==> src/rtl/snp_seq_pkg.sv <==
package snp_seq_pkg;
  typedef enum logic [2:0] {
    ST_IDLE,
    ST_SNOOP,
    ST_WAIT_RESP,
    ST_XFER,
    ST_RETRY,
    ST_PUSH_GRANT
  } seq_state_e;
endpackage

==> src/rtl/snp_addr_trk.sv <==
module snp_addr_trk #(
  parameter int AW        = 32,
  parameter int BLK_BYTES = 32
) (
  input  logic          clk_i,
  input  logic          rst_ni,
  input  logic          load_i,
  input  logic [AW-1:0] load_addr_i,
  input  logic          adv_i,
  output logic [AW-1:0] blk_addr_o,
  output logic          blk_end_o
);
  localparam int OFF_W = $clog2(BLK_BYTES);

  logic [AW-1:0] addr_q;

  always_ff @(posedge clk_i or negedge rst_ni) begin
    if (!rst_ni)     addr_q <= '0;
    else if (load_i) addr_q <= load_addr_i;
    else if (adv_i)  addr_q <= addr_q + AW'(4);
  end

  // last word slot of the current block
  assign blk_end_o  = &addr_q[OFF_W-1:2];
  assign blk_addr_o = {addr_q[AW-1:OFF_W], {OFF_W{1'b0}}};


  adv_step_chk: assert property (@(posedge clk_i) disable iff (!rst_ni)
    adv_i && !load_i |=> addr_q == $past(addr_q) + AW'(4));

  load_capture_chk: assert property (@(posedge clk_i) disable iff (!rst_ni)
    load_i |=> addr_q == $past(load_addr_i));

  load_adv_excl_chk: assert property (@(posedge clk_i) disable iff (!rst_ni)
    !(load_i && adv_i));
endmodule

==> src/rtl/snp_push_tmr.sv <==
module snp_push_tmr #(
  parameter int PUSH_CYC = 4
) (
  input  logic clk_i,
  input  logic rst_ni,
  input  logic en_i,
  output logic done_o
);
  localparam int CW = $clog2(PUSH_CYC + 1);

  logic [CW-1:0] cnt_q;

  always_ff @(posedge clk_i or negedge rst_ni) begin
    if (!rst_ni)    cnt_q <= '0;
    else if (en_i)  cnt_q <= cnt_q + CW'(1);
    else            cnt_q <= '0;
  end

  assign done_o = en_i && (cnt_q == CW'(PUSH_CYC - 1));


  push_len_chk: assert property (@(posedge clk_i) disable iff (!rst_ni)
    en_i |-> cnt_q < CW'(PUSH_CYC));
endmodule

==> src/rtl/snp_seq_ctrl.sv <==
module snp_seq_ctrl
  import snp_seq_pkg::*;
(
  input  logic clk_i,
  input  logic rst_ni,
  input  logic claim_i,
  input  logic beat_i,
  input  logic last_i,
  input  logic snp_ack_i,
  input  logic snp_hit_i,
  input  logic blk_end_i,
  input  logic push_done_i,
  output logic load_o,
  output logic adv_o,
  output logic snp_req_o,
  output logic beat_ready_o,
  output logic pci_retry_o,
  output logic cpu_grant_o,
  output logic push_en_o
);
  seq_state_e st_q, st_d;
  logic acc;

  assign acc = (st_q == ST_XFER) && beat_i;

  always_comb begin
    st_d = st_q;
    unique case (st_q)
      ST_IDLE:       if (claim_i) st_d = ST_SNOOP;
      ST_SNOOP:      st_d = ST_WAIT_RESP;
      ST_WAIT_RESP:  if (snp_ack_i) st_d = snp_hit_i ? ST_RETRY : ST_XFER;
      ST_XFER: begin
        if (acc) begin
          if (last_i)         st_d = ST_IDLE;
          else if (blk_end_i) st_d = ST_SNOOP;
        end
      end
      ST_RETRY:      st_d = ST_PUSH_GRANT;
      ST_PUSH_GRANT: if (push_done_i) st_d = ST_IDLE;
      default:       st_d = ST_IDLE;
    endcase
  end

  always_ff @(posedge clk_i or negedge rst_ni) begin
    if (!rst_ni) st_q <= ST_IDLE;
    else         st_q <= st_d;
  end

  assign load_o       = (st_q == ST_IDLE) && claim_i;
  assign adv_o        = acc && !last_i;
  assign snp_req_o    = (st_q == ST_SNOOP);
  assign beat_ready_o = (st_q == ST_XFER);
  assign pci_retry_o  = (st_q == ST_RETRY);
  assign cpu_grant_o  = (st_q == ST_PUSH_GRANT);
  assign push_en_o    = cpu_grant_o;


  snoop_stall_chk: assert property (@(posedge clk_i) disable iff (!rst_ni)
    snp_req_o |=> !beat_ready_o);

  single_req_chk: assert property (@(posedge clk_i) disable iff (!rst_ni)
    snp_req_o |=> !snp_req_o);

  cross_snoop_chk: assert property (@(posedge clk_i) disable iff (!rst_ni)
    acc && !last_i && blk_end_i |=> snp_req_o && !beat_ready_o);

  last_idle_chk: assert property (@(posedge clk_i) disable iff (!rst_ni)
    acc && last_i |=> !snp_req_o && !beat_ready_o);

  hit_retry_chk: assert property (@(posedge clk_i) disable iff (!rst_ni)
    (st_q == ST_WAIT_RESP) && snp_ack_i && snp_hit_i |=> pci_retry_o && !beat_ready_o);

  retry_once_chk: assert property (@(posedge clk_i) disable iff (!rst_ni)
    pci_retry_o |=> !pci_retry_o);

  retry_grant_chk: assert property (@(posedge clk_i) disable iff (!rst_ni)
    pci_retry_o |=> cpu_grant_o);
  // responder protocol, ack only while a snoop is outstanding
  ack_window_chk: assert property (@(posedge clk_i) disable iff (!rst_ni)
    snp_ack_i |-> st_q == ST_WAIT_RESP);
endmodule

==> src/rtl/snoop_retry_seq.sv <==
module snoop_retry_seq #(
  parameter int AW        = 32,
  parameter int BLK_BYTES = 32,
  parameter int PUSH_CYC  = 4
) (
  input  logic          clk_i,
  input  logic          rst_ni,
  input  logic          claim_i,
  input  logic [AW-1:0] start_addr_i,
  input  logic          beat_i,
  input  logic          last_i,
  input  logic          snp_ack_i,
  input  logic          snp_hit_i,
  output logic          snp_req_o,
  output logic [AW-1:0] snp_addr_o,
  output logic          beat_ready_o,
  output logic          pci_retry_o,
  output logic          cpu_grant_o
);
  logic load, adv, blk_end, push_en, push_done;

  snp_addr_trk #(.AW(AW), .BLK_BYTES(BLK_BYTES)) addr_trk_i (
    .clk_i       (clk_i),
    .rst_ni      (rst_ni),
    .load_i      (load),
    .load_addr_i (start_addr_i),
    .adv_i       (adv),
    .blk_addr_o  (snp_addr_o),
    .blk_end_o   (blk_end)
  );

  snp_seq_ctrl ctrl_i (
    .clk_i        (clk_i),
    .rst_ni       (rst_ni),
    .claim_i      (claim_i),
    .beat_i       (beat_i),
    .last_i       (last_i),
    .snp_ack_i    (snp_ack_i),
    .snp_hit_i    (snp_hit_i),
    .blk_end_i    (blk_end),
    .push_done_i  (push_done),
    .load_o       (load),
    .adv_o        (adv),
    .snp_req_o    (snp_req_o),
    .beat_ready_o (beat_ready_o),
    .pci_retry_o  (pci_retry_o),
    .cpu_grant_o  (cpu_grant_o),
    .push_en_o    (push_en)
  );

  snp_push_tmr #(.PUSH_CYC(PUSH_CYC)) push_tmr_i (
    .clk_i  (clk_i),
    .rst_ni (rst_ni),
    .en_i   (push_en),
    .done_o (push_done)
  );


  out_excl_chk: assert property (@(posedge clk_i) disable iff (!rst_ni)
    $onehot0({snp_req_o, beat_ready_o, pci_retry_o, cpu_grant_o}));

  grant_end_chk: assert property (@(posedge clk_i) disable iff (!rst_ni)
    push_done |=> !cpu_grant_o && !snp_req_o);
endmodule

==> config.mk <==
export PLATFORM = sky130hd
export DESIGN_NAME = snoop_retry_seq
export DESIGN_NICKNAME = d
export VERILOG_FILES = /design/src/rtl/snp_seq_pkg.sv /design/src/rtl/snp_addr_trk.sv /design/src/rtl/snp_push_tmr.sv /design/src/rtl/snp_seq_ctrl.sv /design/src/rtl/snoop_retry_seq.sv
export SDC_FILE = /design/constraint.sdc
export NUM_CORES = 1
export LEC_CHECK = 0
export ABC_CLOCK_PERIOD_IN_PS = 1800
export BUFFER_PORTS_ARGS = -buffer_cell sky130_fd_sc_hd__buf_2
export CORE_MARGIN = 4
export CORE_UTILIZATION = 52
export DETAILED_ROUTE_END_ITERATION = 7
export GPL_TIMING_DRIVEN = 0
export PLACE_DENSITY_LB_ADDON = 0.08
export SKIP_CTS_REPAIR_TIMING = 1
export SYNTH_ARGS = -nofsm -noshare
export SYNTH_HDL_FRONTEND = slang
export SYNTH_SLANG_ARGS = --single-unit
==> constraint.sdc <==
create_clock -name clk_i -period 1.8 [get_ports clk_i]
set_clock_uncertainty 0.05 [all_clocks]
set_input_delay 0.09 -clock clk_i [delete_from_list [all_inputs] [get_ports clk_i]]
set_output_delay 0.09 -clock clk_i [all_outputs]
set_load 0.03 [all_outputs]
-- Word-level counts from Yosys, hierarchy flattened
Cells that the tools add are included.
- register bits: 38
- output and inout bits: 36
- word-level logic and storage cells: 36
- $add $sub $neg: 2
- equality and inequality tests: 11
- muxes and demuxes: 11
- reductions and logical operators: 9
- operators by type and width (operator ; count):
    $mux 32 ; 2
    $add 32x3->32 const B ; 1
    $mux 3 ; 8
    $pmux 3 s6 ; 1
    $eq 3x2->1 const B ; 3
    $eq 3x3->1 const B ; 2
    $ne 2x2->1 const B ; 3
    $reduce_and 5->1 ; 1
    $logic_and 1x1->1 ; 4
    $add 3x1->3 const B ; 1
    $eq 3x1->1 const B ; 1
    $logic_not 3->1 ; 1
    $ne 3x2->1 const B ; 1
    $reduce_and 3->1 ; 1
    $ne 2x1->1 const B ; 1
    $reduce_bool 2->1 ; 1
    $logic_not 1->1 ; 1

-- Logic depth before layout (Yosys ltp)
Gate-level depths: netlist (run 1).
- depth after elaboration: 5
- gate-level depth with buffers: 7
- depth with buffers taken out: 6

-- By module
A second synthesis (run 1) with hierarchy kept.
- cell total of the unflattened synthesis: 278
- area total of the unflattened synthesis: 2456.1 um2
- modules (own cells, without submodules) (module ; instances ; cells each ; area an instance (um2)):
    snp_addr_trk ; 1 ; 234 ; 2031.9
    snp_seq_ctrl ; 1 ; 34 ; 292.8
    snp_push_tmr ; 1 ; 10 ; 131.4

-- Worst setup path after synthesis (run 1)
Ideal clock, no wire load.
- path kind: reg2reg
- from: reg addr_trk_i.addr_q[2]
- to: reg addr_trk_i.addr_q[18]
- data arrival time: 1.487 ns
- required time: 1.625 ns
- path slack: 0.139 ns
- cell stages (with the launch flop): 7
- buffers on the path: 0
- clock period less this slack: 1.661 ns
- cells stage by stage: dfrtp_1 -> ha_1 -> nand4_1 -> nor3_2 -> nand4_1 -> xnor2_1 -> mux2_2
- longest elaborated chain between the ends: 3
- RTL lines (element ; line ; RTL):
    from (decl) ; snp_addr_trk.sv:15 ; logic [AW-1:0] addr_q;
    from (signal assigned) ; snp_addr_trk.sv:19 ; else if (load_i) addr_q <= load_addr_i;
    from (signal assigned) ; snp_addr_trk.sv:20 ; else if (adv_i) addr_q <= addr_q + AW'(4);
    $add 32x3->32 ; snp_addr_trk.sv:20 ;
    $mux 32 ; snp_addr_trk.sv:20 ;
    $mux 32 ; snp_addr_trk.sv:19 ;
Every way passes these cells. The select of a mux whose other input is x is not followed.
A chain may end at the register's enable or synchronous reset.

-- Worst setup path after layout (run 1)
- from: reg addr_trk_i.addr_q[13]
- to: reg addr_trk_i.addr_q[28]
Same word-level chain as after synthesis.

==> results_dict.tcl, run 1 <==
set metrics [dict create \
    io_buffers 67 \
    hold_path_depth 3 \
    path_cells "and4_2 -> nand4_1 -> buf_4 -> or3_4 -> o311ai_2" \
    area_delta_synth_final_pct 36.54 \
    wl_per_cell_um 14.59 \
    ios 75 \
    finalNonFillerCells 473 \
    syn_inst 289 \
    start_kind "register" \
    synth_flop_cell "dfrtp_1" \
    rrSetupSlack_ns 0.03 \
    dieArea_um2 6082 \
    dp.cells 427 \
    ys_seq_area_frac 0.3536 \
    clockBufferDepth 2 \
    fin_crit_sh 0.9816 \
    rows 25 \
    r2r_start "addr_trk_i.addr_q[13]" \
    power_switching_mw 2.221 \
    core-area_um2 4723 \
    synth-edff-count 0 \
    p_clk_frac 0.125 \
    synth_top_family_by_area "simple AND/OR/NAND/NOR gates" \
    tns_ns 0 \
    rsz0062_at_grt "yes" \
    fin_area_um2 3478 \
    synth_top_cell_area_share 0.3536 \
    met1_length_mm 2.949 \
    vias 2541 \
    drcViolationCount 0 \
    timing.hold.ws_ns -0.04405 \
    synthMuxAreaShare 0.02800 \
    worstHoldEndpoint "addr_trk_i.addr_q[15]" \
    drt_iter0_markers 253 \
    status "finished, violations left" \
    hold_violations 3 \
    max_clock_freq_ghz 0.5659 \
    slowest_delay_ns 0.41 \
    ys_async_sr_fraction 1.000 \
    setup_violations 0 \
    crit_required_ns 1.95 \
    synth_xor_xnor_area_share 0.04126 \
    path_clk_slew_ns 0.07 \
    grt_max_degree 37 \
    regToRegEndpoint "addr_trk_i.addr_q[28]" \
    viasPerCell 5.372 \
    cap_violations 0 \
    cp_max_fo 5 \
    seqPwrFrac 0.308 \
    synth_top_area_cell "dfrtp_1" \
    yosys_warnings 0 \
    cp_top_family "simple AND/OR/NAND/NOR gates" \
    cpMaxStageDelayCell "dfrtp_1" \
    clock_latency_ns 0.30 \
    switching_share 0.4550 \
    synthSimpleGateAreaFrac 0.2706 \
    synthTopCellsByCount "36 x dfrtp_1, 34 x nand2_1, 33 x buf_4" \
    critPathKind "reg2reg" \
    diodes 0 \
    violations "negative hold slack" \
    start_util 0.5393 \
    antenna_found_initial 0 \
    finalNetCount 448 \
    die_y_um 77.99 \
    cts_tree "built" \
    yosys_register_bits 36 \
    crit_path_end_kind "register" \
    tightest_slew_ns 0.8464 \
    h-tree-depth 2 \
    synthAdderAreaFrac 0.01965 \
    route.met3.wl_um 498 \
    period_needed_ns 1.767 \
    maxSlewViolCount 0 \
    p_total_mw 4.881 \
    cts_inserted_buffers 5 \
    antenna_left 0 \
    rr_worst_depth 5 \
    die_w_um 77.99 \
    max_slew_margin 0.4358 \
    hp-start "start_addr_i[15]" \
    p_int_mw 2.661 \
    synth_compound_area_frac 0.1537 \
    synth_area_leaders "dfrtp_1 35%, buf_4 9.7%, nand2_1 5.0%, o21ai_0 4.1%, xor2_1 3.4%" \
    power_frac_comb 0.567 \
    cts.root.buffer_cell "clkbuf_8" \
    cts.sinks 36 \
    hp-class "in2reg" \
    yosysMostFrequentCell "dfrtp_1" \
    drive_gt1_frac 0.4187 \
    grt_use_total 0.2192 \
    arrival_ns 1.92 \
    grt_pass1_wl_mm 10.65 \
    power.density_nw_per_um2 1403 \
    syn_area_um2 2547 \
    overflow 0 \
    synth.avg_cell_area_um2 8.815 \
    drt-total-wl_mm 6.899 \
    power_leakage_nw 1.591 \
    place_area_um2 2982 \
    drt_pass1_iterations 4 \
    dpl.hpwl_mm 4.639 \
    grt_pass1_vias 2286 \
    place_congestion 0.8431 \
    path_buf_inv 1 \
    peakVddDrop_mv 0.8150 \
    dr_wl_met2_mm 3.329 \
    synth_cell_type_count 53 \
    highest_layer "met4" \
]
## kinds of logic (layout without fill, tap and decap cells)
group                      count (synthesis)  count (layout)
AOI/OAI and AO/OA                         58              58
xor gates and xnor gates                  12              12
adders and majority gates                  4               4
buffers and inverters                     49             162
DFF                                       36              36
muxes                                      7               7
other                                      1               5
and+or+nand+nor                          122             122
## through the flow
step | util | setup slack, ns
3_3_place_gp | 0.6313 | -0.1329
5_1_grt | 0.7364 | -0.02143
6_report | 0.7364 | 0.03305
4_1_cts | 0.6503 | -0.1838
3_5_place_dp | 0.6313 | -0.1974
2_1_floorplan | - | 0.1388
## power groups by stage
| stage | sequential, mW | combinational (mW) | clock, mW |
|---|---|---|---|
| final | 1.50 | 2.77 | 0.613 |
| after global routing | 1.56 | 3.00 | 0.651 |
| after CTS | 1.49 | 2.44 | 0.620 |
| after detailed placement | 1.50 | 2.43 | 0 |
| after global placement | 1.49 | 2.39 | 0 |
| after floorplan | 1.40 | 1.91 | 0 |
## flip-flops by register name, indices dropped and copies added (netlist names)
| name | cells |
|---|---|
| push_tmr_i.cnt_q | 3 |
| ctrl_i.st_q | 3 |
| addr_trk_i.addr_q | 30 |
## layer usage
layer,GRT usage,vias to the layer above
li1,-,1248
met1,0.2741,1179
met2,0.3707,104
met3,0.04640,10
met4,0.08217,0
met5,0,-
## placed cells by master, fill, tap and decap left out, drive strengths merged, types with 6 or more instances in the layout
cell type and n:
xor2 10, dlygate4sd3 18, o211ai 8, buf 124, nand3 16, nand4 13, mux2i 6, clkbuf 16
dfrtp 36, nor2 14, and3 7, nand2 35, o21ai 23, nor3 9, and4 6, a22oi 6
a21oi 6
## cell type report
type / instances / area (um^2)
Multi-Input combinational cell: 208 / 1381
Fill cell: 376 / 1245
Sequential cell: 36 / 910.9
Timing Repair Buffer: 105 / 665.6
Buffer: 45 / 331.6
Clock buffer: 8 / 90.09
Tap cell: 67 / 83.83
Inverter: 4 / 15.01
## worst min-delay path, delay by kind of cell
kind	cells	cell delay (ns)
simple gates	1	0.04
compound gates	1	0.06
buf+inv	1	0.08
## how the worst max path moves through the flow
stage,end,slack (ns),startpoint,cells after the start
after floorplan,addr_trk_i.addr_q[18],0.14,addr_trk_i.addr_q[2],6
after global placement,addr_trk_i.addr_q[19],-0.13,ctrl_i.st_q[0],5
after detailed placement,addr_trk_i.addr_q[12],-0.20,ctrl_i.st_q[0],4
after CTS,addr_trk_i.addr_q[12],-0.18,ctrl_i.st_q[0],4
after global routing,addr_trk_i.addr_q[28],-0.02,addr_trk_i.addr_q[13],5
final,addr_trk_i.addr_q[28],0.03,addr_trk_i.addr_q[13],5
Note: power is estimated with default switching activity, not from simulation.
==> run 2: changes to the inputs <==
--- a/config.mk
+++ b/config.mk
@@ -6,13 +6,14 @@
 export NUM_CORES = 1
 export LEC_CHECK = 0
 export ABC_CLOCK_PERIOD_IN_PS = 1800
-export BUFFER_PORTS_ARGS = -buffer_cell sky130_fd_sc_hd__buf_2
+export BUFFER_PORTS_ARGS = -buffer_cell sky130_fd_sc_hd__clkbuf_2
 export CORE_MARGIN = 4
 export CORE_UTILIZATION = 52
 export DETAILED_ROUTE_END_ITERATION = 7
 export GPL_TIMING_DRIVEN = 0
 export PLACE_DENSITY_LB_ADDON = 0.08
 export SKIP_CTS_REPAIR_TIMING = 1
+export SLEW_MARGIN = 10
 export SYNTH_ARGS = -nofsm -noshare
 export SYNTH_HDL_FRONTEND = slang
 export SYNTH_SLANG_ARGS = --single-unit
==> run 2 against run 1 <==
The run still ends with negative hold slack left. Critical path depth increased by 1. Count of clock-buffer cells in the layout unchanged. Final cell count decreased by 1.7%. Power decreased by 0.95%. Via count decreased by 1.6%. Non-clock buffer count decreased by 8. Sequential share of layout area increased by 0.46 points. Sequential power about the same. Global-route usage decreased by 0.66 points. Hold slack improved by 0.0077 ns. Critical path type unchanged. Largest cell class unchanged.
==> results_dict.tcl, run 2 (synthesis gave the netlist of run 1 again) <==
set metrics [dict create \
    drcViolationCount 0 \
    finalNonFillerCells 465 \
    max_slew_margin 0.3870 \
    status "finished, violations left" \
    period_needed_ns 1.752 \
    cap_violations 0 \
    rsz0062_at_grt "yes" \
    vias 2500 \
    die_y_um 77.99 \
    h-tree-depth 2 \
    tightest_slew_ns 0.9195 \
    drive_gt1_frac 0.4196 \
    p_int_mw 2.621 \
    power_switching_mw 2.214 \
    peakVddDrop_mv 0.7560 \
    tns_ns 0 \
    hp-class "in2reg" \
    power_leakage_nw 1.568 \
    cts.sinks 36 \
    grt_max_degree 37 \
    antenna_left 0 \
    grt_use_total 0.2126 \
    critPathKind "reg2reg" \
    path_clk_slew_ns 0.08 \
    hold_violations 4 \
    timing.hold.ws_ns -0.03633 \
    antenna_found_initial 0 \
    area_delta_synth_final_pct 34.38 \
    drt-total-wl_mm 6.606 \
    grt_pass1_wl_mm 10.33 \
    violations "negative hold slack" \
    max_clock_freq_ghz 0.5708 \
    wl_per_cell_um 14.21 \
    drt_iter0_markers 259 \
    diodes 0 \
    rows 25 \
    dpl.hpwl_mm 4.531 \
    fin_area_um2 3423 \
    largestRegisters "addr_trk_i.addr_q (30), ctrl_i.st_q (3), push_tmr_i.cnt_q (3)" \
    place_congestion 0.8443 \
    start_kind "register" \
    die_w_um 77.99 \
    crit_path_end_kind "register" \
    arrival_ns 1.89 \
    maxSlewViolCount 0 \
    dieArea_um2 6082 \
    cts.root.buffer_cell "clkbuf_8" \
    clockBufferDepth 2 \
    drt_pass1_iterations 5 \
    largest_reg_flops 30 \
    clock_latency_ns 0.29 \
    dp.cells 427 \
    power_frac_comb 0.559 \
    layout_common_cells "72 x clkbuf_2, 46 x buf_4, 34 x nand2_1, 27 x dfrtp_1, 19 x o21ai_0" \
    grt_pass1_vias 2256 \
    io_buffers 67 \
    layout_commonest_cell "clkbuf_2" \
    largest-register "addr_trk_i.addr_q" \
    p_clk_frac 0.126 \
    crit_required_ns 1.93 \
    cts_inserted_buffers 5 \
    setup_violations 0 \
    power.density_nw_per_um2 1412 \
    ios 75 \
    overflow 0 \
    fin_crit_sh 0.9733 \
    cts_tree "built" \
    start_util 0.5393 \
    place_area_um2 2982 \
    viasPerCell 5.376 \
    core-area_um2 4723 \
    seqPwrFrac 0.314 \
    switching_share 0.4579 \
    p_total_mw 4.835 \
    cp_max_fo 4 \
    finalNetCount 440 \
]
-- run 2: cell types whose count changed in the layout (fill, tap and decap cells not counted), moves of 2 or more --
cell / previous run / this run
dlygate4sd3_1: 18 / 15
o21ai_0: 21 / 19
clkbuf_2: 4 / 72
buf_2: 67 / 1
buf_4: 54 / 46
buf_6: 3 / 6
and4_2: 2 / 0
o21ai_1: 2 / 4
-- run 2: per-layer routing --
| layer | up-vias | GRT usage | wire, um |
|---|---|---|---|
| met5 | - | 0 | 0 |
| met4 | 0 | 0.07867 | 111 |
| met3 | 13 | 0.03712 | 428 |
| met2 | 98 | 0.3476 | 3202 |
| met1 | 1164 | 0.2814 | 2864 |
| li1 | 1225 | - | - |
-- run 2: stage by stage --
step | utilization | hold slack [ns] | worst slack [ns]
2_1_floorplan | - | -0.2556 | 0.1388
3_3_place_gp | 0.6313 | 0.2209 | -0.1351
3_5_place_dp | 0.6313 | 0.2193 | -0.2164
4_1_cts | 0.6503 | -0.09531 | -0.2323
5_1_grt | 0.7248 | 0.003963 | -0.02723
6_report | 0.7248 | -0.03633 | 0.04804
-- run 2: worst paths after layout --
check / endpoint / cells after the start / from / slack [ns]
min in group asynchronous: addr_trk_i.addr_q[26] / 2 / rst_ni / 0.41
worst max-delay path: addr_trk_i.addr_q[18] / 6 / addr_trk_i.addr_q[2] / 0.05
worst min-delay path: addr_trk_i.addr_q[15] / 3 / start_addr_i[15] / -0.04
worst max register to register: addr_trk_i.addr_q[18] / 6 / addr_trk_i.addr_q[2] / 0.05
worst min register to register: push_tmr_i.cnt_q[0] / 1 / push_tmr_i.cnt_q[0] / 0.39
max in group asynchronous: addr_trk_i.addr_q[7] / 2 / rst_ni / 0.65
-- run 2: area by class of cell --
cell class              instances  area (um^2)
multi-input cells             208         1383
fillers                       373         1300
flip-flops and latches         36        912.1
repair buffers                 97        599.3
plain buffers                  45        340.3
clock buffers                   8        90.09
well taps                      67        83.83
inverters                       4        15.01
-- run 2: power by group through the flow --
stage	Clock, mW	Combinational (mW)	Sequential, mW
after floorplan	0	1.91	1.40
after global placement	0	2.39	1.49
after detailed placement	0	2.43	1.50
after CTS	0.611	2.44	1.48
after global routing	0.643	2.96	1.58
final	0.611	2.70	1.52
-- run 2: critical path: stages, from the launching register on --
cell and delay [ns]:
dfrtp_2 0.41, ha_4 0.15, nand4_1 0.14, nor3_4 0.33
nand4_1 0.17, xnor2_1 0.15, mux2_2 0.25
==> run 3: changes to the inputs <==
--- a/config.mk
+++ b/config.mk
@@ -5,7 +5,7 @@
 export SDC_FILE = /design/constraint.sdc
 export NUM_CORES = 1
 export LEC_CHECK = 0
-export ABC_CLOCK_PERIOD_IN_PS = 1800
+export ABC_CLOCK_PERIOD_IN_PS = 2000
 export BUFFER_PORTS_ARGS = -buffer_cell sky130_fd_sc_hd__clkbuf_2
 export CORE_MARGIN = 4
 export CORE_UTILIZATION = 52
@@ -16,4 +16,5 @@
 export SLEW_MARGIN = 10
 export SYNTH_ARGS = -nofsm -noshare
 export SYNTH_HDL_FRONTEND = slang
+export SYNTH_HIERARCHICAL = 1
 export SYNTH_SLANG_ARGS = --single-unit
==> constraint.sdc (replaced) <==
create_clock -name clk_i -period 2 [get_ports clk_i]
set_clock_uncertainty 0.05 [all_clocks]
set_input_delay 0.1 -clock clk_i [delete_from_list [all_inputs] [get_ports clk_i]]
set_output_delay 0.1 -clock clk_i [all_outputs]
set_load 0.03 [all_outputs]
==> run 3 against run 2 <==
The flow finishes with violations (negative hold slack, negative setup slack). Power decreased by 0.41%. Global-route usage decreased by 1.8 points. Sequential share of layout area decreased by 0.057 points. Critical path type unchanged.
==> results_dict.tcl, run 3 <==
set metrics [dict create \
    grt_max_degree 37 \
    rsz0062_at_grt "yes" \
    syn_inst 278 \
    period_needed_ns 2.469 \
    ys_async_sr_fraction 1.000 \
    yosysMostFrequentCell "dfrtp_1" \
    clock_latency_ns 0.28 \
    fillCellCount 341 \
    largest_reg_flops 30 \
    largestRegisters "addr_trk_i/addr_q (30), ctrl_i/st_q (3), push_tmr_i/cnt_q (3)" \
    place_area_um2 2890 \
    start_kind "register" \
    yosys_register_bits 36 \
    syn_area_um2 2456 \
    utilization 0.7573 \
    drt-total-wl_mm 6.393 \
    synth_cell_type_count 47 \
    finalNetCount 434 \
    layout_commonest_cell "clkbuf_2" \
    power.density_nw_per_um2 1421 \
    drt_iter0_markers 194 \
    h-tree-depth 2 \
    die_w_um 76.73 \
    drive_gt1_frac 0.4056 \
    rows 24 \
    antenna_found_initial 0 \
    wl_per_cell_um 14.40 \
    multiInputGateArea_um2 1313 \
    grt_pass1_wl_mm 9.473 \
    path_clk_slew_ns 0.07 \
    ios 75 \
    tns_ns -7.380 \
    dp.cells 401 \
    tightest_slew_ns 0.9186 \
    io_buffers 67 \
    drt_pass1_iterations 4 \
    final-seq-area_um2 900.9 \
    fin_crit_sh 1.234 \
    fin_ws_ns -0.4687 \
    timing.hold.ws_ns -0.02051 \
    peakVddDrop_mv 0.8318 \
    clockBufferDepth 2 \
    synth-edff-count 0 \
    hp-class "in2reg" \
    maxSlewViolCount 0 \
    cap_violations 0 \
    vias 2440 \
    place_ws_ns -0.5599 \
    ys_seq_area_frac 0.3668 \
    area_delta_synth_final_pct 37.95 \
    synthTopCellsByCount "36 x dfrtp_1, 35 x buf_4, 26 x nand2_1" \
    synth.avg_cell_area_um2 8.835 \
    cts_inserted_buffers 5 \
    overflow 0 \
    violations "negative hold slack, negative setup slack" \
    diodes 0 \
    crit_required_ns 2.16 \
    cts_tree "built" \
    synth_area_leaders "dfrtp_1 37%, buf_4 11%, nand2_1 4.0%, or4_1 4.0%, o31ai_1 3.4%" \
    cts.sinks 36 \
    finalNonFillerCells 444 \
    max_slew_margin 0.3876 \
    cp_max_fo 6 \
    max_clock_freq_ghz 0.4051 \
    status "finished, violations left" \
    synth_top_area_cell "dfrtp_1" \
    crit_path_end_kind "register" \
    synth_top_cell_area_share 0.3668 \
    p_total_mw 4.816 \
    critPathKind "reg2reg" \
    fin_area_um2 3388 \
    power_leakage_nw 1.632 \
    antenna_left 0 \
    synth_flop_cell "dfrtp_1" \
    largest-register "addr_trk_i/addr_q" \
    layout_common_cells "71 x clkbuf_2, 51 x buf_4, 36 x dfrtp_1, 26 x nand2_1, 18 x nor2_1" \
    dieArea_um2 5887 \
    yosys_warnings 6 \
    drcViolationCount 0 \
    viasPerCell 5.495 \
    hold_violations 7 \
    arrival_ns 2.63 \
    place_congestion 0.8316 \
    dpl.hpwl_mm 4.111 \
    grt_pass1_vias 2040 \
    setup_violations 24 \
    die_y_um 76.73 \
    core-area_um2 4474 \
    start_util 0.5489 \
    cts.root.buffer_cell "clkbuf_8" \
    grt_use_total 0.1951 \
]
## run 3: changes by cell type after synthesis, sizes merged, moves of 5 or more
cell / previous run / this run
a21oi: 6 / 1
a22oi: 6 / 0
a31oi: 0 / 13
nand2: 35 / 27
nor2: 14 / 19
nor3: 9 / 1
o211ai: 8 / 3
o21ai: 23 / 17
o31ai: 1 / 11
or4: 1 / 13
## run 3: worst max-delay path: stages, from the launching register on
cell	delay [ns]
dfrtp_1	0.34
buf_6	0.12
nand2_4	0.05
or3_4	0.40
nor2_4	0.12
buf_6	0.11
and4_1	0.18
buf_6	0.14
nand4_4	0.10
buf_6	0.16
or4_1	0.50
a31oi_1	0.14
## run 3: logic make-up after synthesis
group	after synthesis	synth area share
flops	36	0.3668
compound gates	52	0.1396
fa+ha+maj	4	0.02038
mux	5	0.02089
simple gates	113	0.2629
buf+inv	56	0.1488
other cells	1	0.001527
xor+xnor	11	0.03923
## run 3: final timing paths
check	startpoint	endpoint	slack, ns	cells after the start
worst max register to register	ctrl_i/st_q[0]	addr_trk_i/addr_q[22]	-0.47	11
worst max-delay path	ctrl_i/st_q[0]	addr_trk_i/addr_q[22]	-0.47	11
worst min register to register	push_tmr_i/cnt_q[0]	push_tmr_i/cnt_q[0]	0.51	1
worst min-delay path	start_addr_i[6]	addr_trk_i/addr_q[6]	-0.02	3
max in group asynchronous	rst_ni	addr_trk_i/addr_q[9]	0.89	2
min in group asynchronous	rst_ni	push_tmr_i/cnt_q[2]	0.44	2
## run 3: final cells by class
cell class / instances / area share
buffer: 49 / 0.1078
clock buffer: 8 / 0.02659
inverter: 7 / 0.007755
multi-input combinational: 191 / 0.3874
sequential: 36 / 0.2659
tap: 52 / 0.01920
timing repair buffer: 101 / 0.1854
## run 3: power by group
part / internal, mW / total [mW] / switching [mW]
logic: 1.22 / 2.79 / 1.57
clock network: 0.281 / 0.536 / 0.255
registers: 1.06 / 1.48 / 0.428
## run 3: metal layers
layer	vias to the layer above	track usage	routed length, um
met5	-	0	0
met4	0	0.03080	80
met3	10	0.04918	483
met2	110	0.3214	3158
met1	1123	0.2634	2670
li1	1197	-	-
